[src/rtl/gpr_pkg.sv]
package gpr_pkg;

    typedef enum logic [1:0] {
        ACC_WORD = 2'b00,
        ACC_HALF = 2'b01,
        ACC_LOB  = 2'b10,
        ACC_HIB  = 2'b11
    } acc_size_e;

    localparam int HALF_W = 16;
    localparam int BYTE_W = 8;

    // Narrow views exist only on the low nalias registers.
    function automatic logic acc_legal(input int unsigned idx,
                                       input int unsigned nalias,
                                       input acc_size_e   sz);
        return (sz == ACC_WORD) || (idx < nalias);
    endfunction

endpackage

[src/rtl/gpr_lane_merge.sv]
module gpr_lane_merge
    import gpr_pkg::*;
#(
    parameter int XLEN = 32
) (
    input  logic [XLEN-1:0] old_val,
    input  logic [XLEN-1:0] new_data,
    input  acc_size_e       size,
    output logic [XLEN-1:0] merged
);
    localparam int HI_KEEP = XLEN - HALF_W;

    always_comb begin
        unique case (size)
            ACC_WORD: merged = new_data;
            ACC_HALF: merged = {old_val[XLEN-1:HALF_W], new_data[HALF_W-1:0]};
            ACC_LOB:  merged = {old_val[XLEN-1:BYTE_W], new_data[BYTE_W-1:0]};
            ACC_HIB:  merged = {old_val[XLEN-1:HALF_W], new_data[BYTE_W-1:0],
                                old_val[BYTE_W-1:0]};
            default:  merged = old_val;
        endcase
    end

    if (HI_KEEP < 0) begin : g_bad_width
        initial $display("gpr_lane_merge: XLEN below half width");
    end
endmodule

[src/rtl/gpr_slice_read.sv]
module gpr_slice_read
    import gpr_pkg::*;
#(
    parameter int XLEN   = 32,
    parameter int IDXW   = 3,
    parameter int NALIAS = 4
) (
    input  logic [IDXW-1:0] idx,
    input  acc_size_e       size,
    input  logic [XLEN-1:0] reg_val,
    output logic [XLEN-1:0] data,
    output logic            err
);
    logic [XLEN-1:0] slice;

    always_comb begin
        unique case (size)
            ACC_WORD: slice = reg_val;
            ACC_HALF: slice = XLEN'(reg_val[HALF_W-1:0]);
            ACC_LOB:  slice = XLEN'(reg_val[BYTE_W-1:0]);
            ACC_HIB:  slice = XLEN'(reg_val[HALF_W-1:BYTE_W]);
            default:  slice = '0;
        endcase
    end

    always_comb begin
        err  = !acc_legal(int'(idx), NALIAS, size);
        data = err ? '0 : slice;
    end
endmodule

[src/rtl/gpr_alias_file.sv]
module gpr_alias_file
    import gpr_pkg::*;
#(
    parameter int XLEN   = 32,
    parameter int NREG   = 8,
    parameter int NALIAS = 4
) (
    input  logic                     clk,
    input  logic                     rst,
    input  logic                     wr_en,
    input  logic [$clog2(NREG)-1:0]  wr_idx,
    input  logic [1:0]               wr_size,
    input  logic [XLEN-1:0]          wr_data,
    output logic                     wr_err,
    input  logic [$clog2(NREG)-1:0]  rd0_idx,
    input  logic [1:0]               rd0_size,
    output logic [XLEN-1:0]          rd0_data,
    output logic                     rd0_err,
    input  logic [$clog2(NREG)-1:0]  rd1_idx,
    input  logic [1:0]               rd1_size,
    output logic [XLEN-1:0]          rd1_data,
    output logic                     rd1_err
);
    localparam int IDXW   = $clog2(NREG);
    localparam int NRPORT = 2;

    logic [XLEN-1:0] regs [NREG];
    logic [XLEN-1:0] wr_merged;
    logic            wr_commit;
    acc_size_e       wr_sz;

    logic [IDXW-1:0] rp_idx  [NRPORT];
    acc_size_e       rp_sz   [NRPORT];
    logic [XLEN-1:0] rp_src  [NRPORT];
    logic [XLEN-1:0] rp_data [NRPORT];
    logic            rp_err  [NRPORT];

    assign wr_sz     = acc_size_e'(wr_size);
    assign wr_commit = wr_en && acc_legal(int'(wr_idx), NALIAS, wr_sz);
    assign wr_err    = wr_en && !acc_legal(int'(wr_idx), NALIAS, wr_sz);

    gpr_lane_merge #(.XLEN(XLEN)) u_merge (
        .old_val (regs[wr_idx]),
        .new_data(wr_data),
        .size    (wr_sz),
        .merged  (wr_merged)
    );

    always_ff @(posedge clk) begin
        if (rst) begin
            for (int i = 0; i < NREG; i++) regs[i] <= '0;
        end else if (wr_commit) begin
            regs[wr_idx] <= wr_merged;
        end
    end

    assign rp_idx[0] = rd0_idx;
    assign rp_idx[1] = rd1_idx;
    assign rp_sz[0]  = acc_size_e'(rd0_size);
    assign rp_sz[1]  = acc_size_e'(rd1_size);

    for (genvar p = 0; p < NRPORT; p++) begin : g_rport
        // Same-cycle bypass of the merged write value.
        assign rp_src[p] = (wr_commit && (wr_idx == rp_idx[p])) ? wr_merged
                                                                 : regs[rp_idx[p]];
        gpr_slice_read #(.XLEN(XLEN), .IDXW(IDXW), .NALIAS(NALIAS)) u_slice (
            .idx    (rp_idx[p]),
            .size   (rp_sz[p]),
            .reg_val(rp_src[p]),
            .data   (rp_data[p]),
            .err    (rp_err[p])
        );
    end

    assign rd0_data = rp_data[0];
    assign rd0_err  = rp_err[0];
    assign rd1_data = rp_data[1];
    assign rd1_err  = rp_err[1];
endmodule

[config.mk]
export PLATFORM = sky130hd
export DESIGN_NAME = gpr_alias_file
export DESIGN_NICKNAME = d
export VERILOG_FILES = /design/src/rtl/gpr_pkg.sv /design/src/rtl/gpr_lane_merge.sv /design/src/rtl/gpr_slice_read.sv /design/src/rtl/gpr_alias_file.sv
export SDC_FILE = /design/constraint.sdc
export NUM_CORES = 1
export LEC_CHECK = 0
export BUFFER_PORTS_ARGS = -buffer_cell sky130_fd_sc_hd__clkbuf_2
export CORE_MARGIN = 2
export CORE_UTILIZATION = 67
export DETAILED_ROUTE_END_ITERATION = 12
export PLACE_DENSITY = 0.87
export SYNTH_ARGS = -nofsm -noshare
export SYNTH_HDL_FRONTEND = slang
export SYNTH_HIERARCHICAL = 1
export SYNTH_SLANG_ARGS = --single-unit
[constraint.sdc]
create_clock -name clk -period 7.1 [get_ports clk]
set_input_delay 0.71 -clock clk [delete_from_list [all_inputs] [get_ports clk]]
set_output_delay 0.71 -clock clk [all_outputs]
set_load 0.01 [all_outputs]
=== Yosys cells after proc, flatten, opt, wreduce, memory -nomap -nowiden ===
Memory sizes are Yosys's and may differ from the RTL's.
Index checks and enable logic that the tools add are counted.
W data, S select, Z words.

* Memory bits (read-only): 0
* Input port bits: 50
* Bits in latches: 0
* Word-level logic and storage cells: 44
* Register bits: 0
* Output and inout bits: 67
* Memories: 1
* Bits in writable memories: 256

{| class="wikitable"
|+ Memory list
! memory !! depth !! bits a word !! rd ports !! clocked after Yosys merged registers in !! wr ports !! RTL line !! RTL
|-
| regs || 8 || 32 || 3 || 0 || 8 || gpr_alias_file.sv:27 || <nowiki>logic [XLEN-1:0] regs [NREG];</nowiki>
|}

* Divide/modulo/power cells: 0
* Reductions and logical operators: 14
* Equality and inequality tests: 11
* Bitwise gates (word level): 0
* $mul: 0
* Shift operators: 0
* Order comparisons: 3
* Add/subtract/negate cells: 0
* Multiplexer cells: 15

{| class="wikitable"
|+ Operator list
! kind !! number
|-
| $pmux W32 S4 || 3
|-
| $mux W32 || 5
|-
| $reduce_or A32 Y1 || 1
|-
| $eq A2 B2 Y1 const B || 6
|-
| $lt A3 B3 Y1 const B || 3
|-
| $eq A2 B1 Y1 const B || 3
|-
| $eq A3 B3 Y1 || 2
|-
| $logic_not A2 Y1 || 3
|-
| $mux W1 || 6
|-
| $logic_and A1 B1 Y1 || 4
|-
| $logic_not A1 Y1 || 3
|-
| $logic_or A1 B1 Y1 || 3
|-
| $mux W3 || 1
|}

=== Depth between registers and ports, before layout ===
Gate-level depths: netlist (run 1).

* Depth in word-level cells: 8
* Depth in mapped cells: 14

=== By module ===
The synthesis (run 1) kept the hierarchy.

{| class="wikitable"
|+ By module, submodules not included
! module !! seq. area each (um^2) !! times used !! area an instance (um^2) !! cells each
|-
| gpr_alias_file || 7687.4 || 1 || 16286.9 || 1169
|-
| gpr_slice_read || 0.0 || 2 || 395.4 || 56
|-
| gpr_lane_merge || 0.0 || 1 || 528.0 || 54
|}

=== Worst setup path before layout (run 1) ===
Ideal clock, no wire load.

* Path kind: input to output
* From: in wr_idx[1]
* To: out rd0_data[18]
* Cell stages on the path: 10
* Path buffers: 4
* Slack: 3.666 ns
* Data arrival time: 2.724 ns
* Data required time: 6.390 ns
* Cells stage by stage: clkbuf_2 -> buf_2 -> buf_2 -> buf_2 -> mux2i_1 -> nor2_1 -> a221o_1 -> mux2_4 -> mux2_2 -> and2_2

{| class="wikitable"
|+ RTL lines
! what !! RTL line !! RTL
|-
| from (decl) || gpr_alias_file.sv:11 || <nowiki>input logic [$clog2(NREG)-1:0] wr_idx,</nowiki>
|-
| to (decl) || gpr_alias_file.sv:17 || <nowiki>output logic [XLEN-1:0] rd0_data,</nowiki>
|}

==> impl_results.md, run 1 <==
* Final instance area at between 0.015 and 0.02 mm²
* Critical path launch point type: input port
* Growth of design area from synthesis to finish at 8.69%
* Count of final setup violators at 0
* WS Path Type: input port to primary output
* Setup Skew at just under 0.008 ns
* WP data required at around 6.4 ns
* First-pass GRT wire length at 79.3 mm
* Min-delay src: wr_data[21]
* Mapped Cells at around 1,300
* DR pass1 iterations at 5
* Pin count of the biggest net entering global routing at 66
* Slew HR at about 16%
* Pre-CTS WS at around 2.4 ns
* Final WL at about 53 mm
* CP Capture Type: primary output
* H-tree Lvls at 1
* Clock sink total at ~260
* Worst-margin pin slew at ~1.3 ns
* Worst r2r dst: regs[1][14]
* Die X-Extent at 166 µm
* R2R cell count at 7
* Drt via density at 7.44
* Final Hold Viols at 0
* Post_cts resized at 0
* Clock Path Buffers at 3
* Grt ovf at 0
* Minimum clock period at between 4 and 5 ns
* R2r startpoint: regs[6][14]
* WL/cell at 30.5 µm
* R2r setup slk at around 5 ns
* Clk pin slew, worst setup/hold paths at 0.06 ns
* Fraction of registers with async set/reset at 0%
* Met3 GRT Util at 8.98%
* Yosys warning total at 6
* Most frequent cell on the critical path: a21oi_1
* Clock Root Buffer: clkbuf_16
* RD Place Congestion at between 0.9 and 1
* Worst path max stage delay at 1.00 ns
* Met1 GRT Util at about 50%
* Placed Area at between 0.015 and 0.02 mm²
* Mean Syn Cell Area at approximately 13 µm²
* Dpl hpwl at 30.4 mm
* Max-slew violations at 0
* Hold Path Sink: regs[3][21]
* Most used routing layer: met2
* Worst-path fanout max at 48
* EDFF count, synth at 256
* CP cell instances: buf_4 > nor2b_1 > a22o_1 > nand2_1 > o221ai_1 > mux2i_1 > a21oi_1 > nor2_1 > a21oi_1 > nand4b_1 > o21ai_2 > clkbuf_2
* Power per Cell Area at around 200 mW/mm²
* Largest registers: regs: 256 flops
* Final #Nets at 1,447
* RSZ-0062 raised after global routing: false
* DIE HEIGHT at around 170 µm
* Total track usage at 38.4%
* Post-CTS Setup Bufs at 0
* Largest reg by FF count: regs
* Hold_buf cts at 0
* Max FFs per register at 256
* Setup TNS Final at 0 ns
* CP max stage cell: nor2b_1
* Detail Route Antenna Nets at 0
* I/O Pins at ~120
* Initial Utilization at approximately 68%
* Max Cap Viol at 0
* Row count at 59
* Worst Path Arrival at between 4 and 5 ns
* TritonCTS Buffers at 28
* Status: finished clean
* Clock Latency Late Sink at about 0.56 ns
* Final worst setup slack at between 2 and 2.5 ns
* Initial antenna violation count at 2
* Core area at around 0.026 mm²
* Syn Nets at around 1,400
* Worst VDD drop at roughly 0.00022 V
* Min-delay worst type: input port to register
* Vias in the first global route at around 13,000
* Tcrit/Tclk final at between 60% and 70%
* Full die area at approximately 0.028 mm²
* PortBufs at between 100 and 150
* Leakage at about 7.4 nW
* Iteration-0 DRC Markers at 2,026
* Routed via count at between 10,000 and 15,000
* Synthesized cell area at about 0.018 mm²
* Fin util at between 70% and 80%
* Max Freq at roughly 200 MHz
* Met2 usage at about three fifths
* Ys flop type: edfxtp_1
* Non-filler cells, final at approximately 1,700
* Share of cells above drive strength 1 at 33.0%
* Worst hold path depth at 3
* Post-synth cell types at 50
* Placed insts at about 1,700
* Register area share after synthesis at a little over two fifths
* CTS tree: built
* Seq cells post-synth at 256
* DRC violations left at 0
[kinds of logic after synthesis]
family | Yosys count | synth area share, %
and+or+nand+nor | 453 | 15.3
muxes | 329 | 30.4
DFF | 256 | 43.7
AOI/OAI and AO/OA | 157 | 6.50
buffers and inverters | 133 | 3.77
xor gates and xnor gates | 5 | 0.249
adders and majority gates | 2 | 0.156
[critical path, delay by kind of cell]
kind                   cells  cell delay (ns)
muxes                      1             0.10
buffers and inverters      2             0.77
AOI/OAI and AO/OA          5             1.29
and+or+nand+nor            4             1.34
[Yosys cell counts (7+ instances only)]
cell type / number / area, µm²
nand2_1: 27 / 101
mux2_4: 10 / 150
nor2_1: 72 / 270
o21ai_2: 14 / 123
o21ai_0: 7 / 35.0
o221ai_1: 11 / 96.3
a22o_1: 14 / 123
buf_1: 11 / 41.3
and2_1: 281 / 1760
and2_2: 24 / 180
buf_2: 36 / 180
a21oi_1: 55 / 275
a2bb2oi_1: 7 / 61.3
inv_1: 17 / 63.8
clkbuf_1: 52 / 195
mux4_1: 34 / 893
buf_6: 12 / 135
mux2i_1: 73 / 731
a221o_1: 16 / 160
or2_2: 8 / 50.1
a22oi_1: 16 / 120
nand4b_1: 15 / 131
edfxtp_1: 256 / 7690
mux4_2: 106 / 2390
mux2_2: 106 / 1190
[layout by cell type (no fill, tap or decap), types with 15 or more instances in the layout]
cell       count
inv_1         17
clkbuf_16     29
a22oi_1       16
mux4_1        34
edfxtp_1     256
nand2_1       27
mux4_2       106
and2_2        24
a221o_1       16
nand4b_1      15
nor2_1        69
clkbuf_2     110
and2_1       281
mux2_2       106
a21oi_1       55
buf_4         36
mux2i_1       73
[metrics by stage]
step	hold slack, ns	total power, W
after floorplan	0.845	0.00226
final	0.643	0.00382
after detailed placement	0.944	0.00247
after global placement	0.903	0.00245
after global routing	0.655	0.00391
after CTS	0.636	0.00378
[routing by layer]
layer  routed length [µm]  up-vias
met1                17700     6304
met4                 2830        0
met3                 7610      234
met5                    0        -
li1                     -     5259
met2                25200     1211
[final cells by class]
class | instances | area (µm²)
inverter | 17 | 63.8
clock inverter | 11 | 70.1
tap | 335 | 419
sequential | 256 | 7690
timing repair buffer | 148 | 837
clock buffer | 35 | 748
fill | 1611 | 6780
multi-input combinational | 946 | 9310
antenna | 1 | 2.50
[worst max-delay path by stage]
stage	start	to	slack (ns)
5_1_grt	wr_idx[2]	rd1_data[6]	2.00
6_report	wr_idx[1]	rd1_data[0]	2.14
2_1_floorplan	wr_idx[1]	rd0_data[18]	3.67
3_3_place_gp	wr_idx[1]	rd0_data[30]	1.96
3_5_place_dp	wr_idx[1]	rd0_data[4]	2.41
4_1_cts	wr_idx[1]	rd1_data[0]	2.35
[where the power goes]
| part | leakage (nW) | internal (W) | switching, W |
|---|---|---|---|
| clock network | 0.399 | 0.000768 | 0.000582 |
| logic | 4.40 | 0.000300 | 0.000390 |
| registers | 2.65 | 0.00173 | 0.0000501 |
| total | 7.44 | 0.00280 | 0.00102 |
Power figures use the tool's default switching activity.
==> run 2, diff against run 1 <==
--- a/config.mk
+++ b/config.mk
@@ -7,9 +7,9 @@
 export LEC_CHECK = 0
 export BUFFER_PORTS_ARGS = -buffer_cell sky130_fd_sc_hd__clkbuf_2
 export CORE_MARGIN = 2
-export CORE_UTILIZATION = 67
+export CORE_UTILIZATION = 56
 export DETAILED_ROUTE_END_ITERATION = 12
-export PLACE_DENSITY = 0.87
+export PLACE_DENSITY = 0.78
 export SYNTH_ARGS = -nofsm -noshare
 export SYNTH_HDL_FRONTEND = slang
 export SYNTH_HIERARCHICAL = 1
==> constraint.sdc (replaced) <==
create_clock -name clk -period 4.3 [get_ports clk]
set_input_delay 0.43 -clock clk [delete_from_list [all_inputs] [get_ports clk]]
set_output_delay 0.43 -clock clk [all_outputs]
set_load 0.01 [all_outputs]
==> run 2 against run 1 <==
Routed wire length grew 2.4%. Critical path depth grew 1. Register-to-register slack worse by 2.7 ns. Sequential share of layout area is 0.80 points lower. Core utilization decreased by 10 points. Worst hold slack got worse by 0.27 ns.
==> impl_results.md, run 2 (same netlist as run 1, synthesis figures left out) <==
* Status: finished clean (unchanged)
* Slew HR at 18.8% (was 16.2%)
* Total track usage at 33.1% (was 38.4%)
* DR pass1 iterations at 6 (was 5)
* Vias in the first global route at 13,001 (was 13,431)
* Dpl hpwl at 32.9 mm (was 30.4 mm)
* Worst r2r dst: regs[1][14] (unchanged)
* Worst Path Arrival at 3.31 ns (was 4.25 ns)
* R2R cell count at 8 (was 7)
* Clk pin slew, worst setup/hold paths at 0.06 ns (about the same)
* Clock Path Buffers at 3 (unchanged)
* Hold Path Sink: regs[5][18] (was regs[3][21])
* Max FFs per register at 256 (unchanged)
* Initial antenna violation count at 1 (was 2)
* Worst path bufs/invs at 3 (was 2)
* Largest reg by FF count: regs (unchanged)
* Clock sink total at 256 (unchanged)
* PortBufs at 116 (unchanged)
* Worst path max stage delay at 0.67 ns (was 1.00 ns)
* Worst-path fanout max at 29 (was 48)
* Setup TNS Final at 0 ns (unchanged)
* Post-CTS Setup Bufs at 0 (unchanged)
* Tcrit/Tclk final at between 80% and 90%
* DIE HEIGHT at 181 µm (was 166 µm)
* Clock Root Buffer: clkbuf_16 (unchanged)
* Post_cts resized at 0 (unchanged)
* WS Path Type: input port to primary output (unchanged)
* R2r startpoint: regs[6][14] (unchanged)
* Routed via count at 12,904 (was 13,008)
* Worst VDD drop at 0.000277 V (was 0.000224 V)
* CP max stage cell: nor2b_1 (unchanged)
* Filler instances at 2,321 (was 1,611)
* Total power draw at 0.00644 W (was 0.00382 W)
* Count of final setup violators at 0 (unchanged)
* CTS tree: built (unchanged)
* Critical path launch point type: input port (unchanged)
* Minimum clock period at approximately 3.7 ns
* Max Cap Viol at 0 (unchanged)
* Drt via density at 7.04 (was 7.44)
* Row count at 64 (was 59)
* Iteration-0 DRC Markers at 1,620 (was 2,026)
* Commonest non-fill, non-tap cell in the layout: and2_1 (unchanged)
* Min-delay src: wr_data[18] (was wr_data[21])
* CP Capture Type: primary output (unchanged)
* Share of cells above drive strength 1 at 34.5% (was 33.0%)
* WL/cell at 29.8 µm (was 30.5 µm)
* RD Place Congestion at 0.881 (was 0.953)
* Leakage at 7.60 nW (was 7.44 nW)
* Core area at 0.0307 mm² (was 0.0259 mm²)
* Detail Route Antenna Nets at 0 (unchanged)
* Clock Latency Late Sink at 0.56 ns (about the same)
* Max Freq at ~270 MHz
* Hold slack at 0.370 ns (was 0.643 ns)
* Max-slew violations at 0 (unchanged)
* Die X-Extent at 181 µm (was 166 µm)
* Pin count of the biggest net entering global routing at 46 (was 66)
* Min-delay worst type: input port to register (unchanged)
* Crit path max-delay family: simple AND/OR/NAND/NOR gates (unchanged)
* Final #Nets at 1,466 (was 1,447)
* I/O Pins at 117 (unchanged)
* DRC violations left at 0 (unchanged)
* TritonCTS Buffers at 27 (was 28)
* Final Hold Viols at 0 (unchanged)
* Final WL at 54.6 mm (was 53.3 mm)
* First-pass GRT wire length at 81.4 mm (was 79.3 mm)
* RSZ-0062 raised after global routing: false (unchanged)
* Worst-margin pin slew at 1.22 ns (was 1.26 ns)
* WP data required at 3.87 ns (was 6.39 ns)
* Initial Utilization at 57.3% (was 67.9%)
* H-tree Lvls at 1 (unchanged)
* R2r setup slk at 2.23 ns (was 4.91 ns)
* Growth of design area from synthesis to finish at 10.9% (was 8.69%)
* CP cell instances: buf_4 > buf_4 > nor2b_1 > a2bb2oi_1 > nor2_1 > a221o_1 > mux2i_1 > a21oi_1 > nor2_1 > a21oi_1 > nand4b_1 > o21ai_2 > clkbuf_2 (was buf_4 > nor2b_1 > a22o_1 > nand2_1 > o221ai_1 > mux2i_1 > a21oi_1 > nor2_1 > a21oi_1 > nand4b_1 > o21ai_2 > clkbuf_2)
* Worst hold path depth at 3 (unchanged)
* Largest registers: regs: 256 flops (unchanged)
* Most frequent cells in the layout: 281 x and2_1, 256 x edfxtp_1, 109 x clkbuf_2 (was 281 x and2_1, 256 x edfxtp_1, 110 x clkbuf_2)
* Setup Skew at 0.0168 ns (was 0.00772 ns)
* Hold_buf cts at 0 (unchanged)
* Full die area at 0.0329 mm² (was 0.0276 mm²)
* Grt ovf at 0 (unchanged)
* Power per Cell Area at 330 mW/mm² (was 200 mW/mm²)
-- run 2: layout make-up --
| class | instances | area, µm² | share of cell area [%] |
|---|---|---|---|
| clock inverters | 18 | 179 | 0.916 |
| inverters | 17 | 63.8 | 0.327 |
| well taps | 396 | 495 | 2.54 |
| repair buffers | 168 | 1100 | 5.61 |
| flip-flops and latches | 256 | 7690 | 39.4 |
| clock buffers | 32 | 694 | 3.56 |
| multi-input cells | 946 | 9310 | 47.7 |
| diodes | 1 | 2.50 | 0.0128 |
-- run 2: layer usage --
layer / vias up / GRT usage, % / part of all wire [%]
li1: 5300 / - / -
met1: 6432 / 43.1 / 36
met2: 955 / 53.7 / 48
met3: 215 / 6.39 / 12
met4: 2 / 16.1 / 5.0
met5: - / 0 / 0.024
-- run 2: worst max-delay path by stage --
stage	start	to	slack, ns	cells past startpoint
global placement	wr_idx[0]	rd1_data[2]	0.73	13
CTS	wr_idx[0]	rd1_data[2]	0.66	13
finish	wr_idx[0]	rd1_data[2]	0.56	13
floorplan	wr_idx[1]	rd0_data[18]	1.43	10
global route	wr_idx[0]	rd1_data[2]	0.42	13
detailed placement	wr_idx[0]	rd1_data[2]	0.69	13
-- run 2: metrics by stage --
stage          area [µm²]  util (%)  cells  setup slack [ns]
2_1_floorplan       17600         -   1335              1.43
3_3_place_gp        18600      60.6   1783             0.728
3_5_place_dp        18600      60.6   1783             0.688
4_1_cts             19500      63.5   1833             0.664
5_1_grt             19500      63.5   1833             0.422
6_report            19500      63.5   1834             0.557
-- run 2: worst register-to-register path, stage by stage (launching register included) --
cell and delay [ns]:
edfxtp_1 0.43, mux2_2 0.30, a221oi_1 0.24, a21oi_1 0.06, a211o_1 0.27, mux2i_1 0.13, a21oi_1 0.08, buf_4 0.17
and2_1 0.14
-- run 2: power breakdown --
group	internal, W	switching, W	leakage [nW]	total, W
clock network	0.00134	0.00100	0.418	0.00234
logic	0.000518	0.000648	4.53	0.00117
registers	0.00285	0.0000811	2.65	0.00293
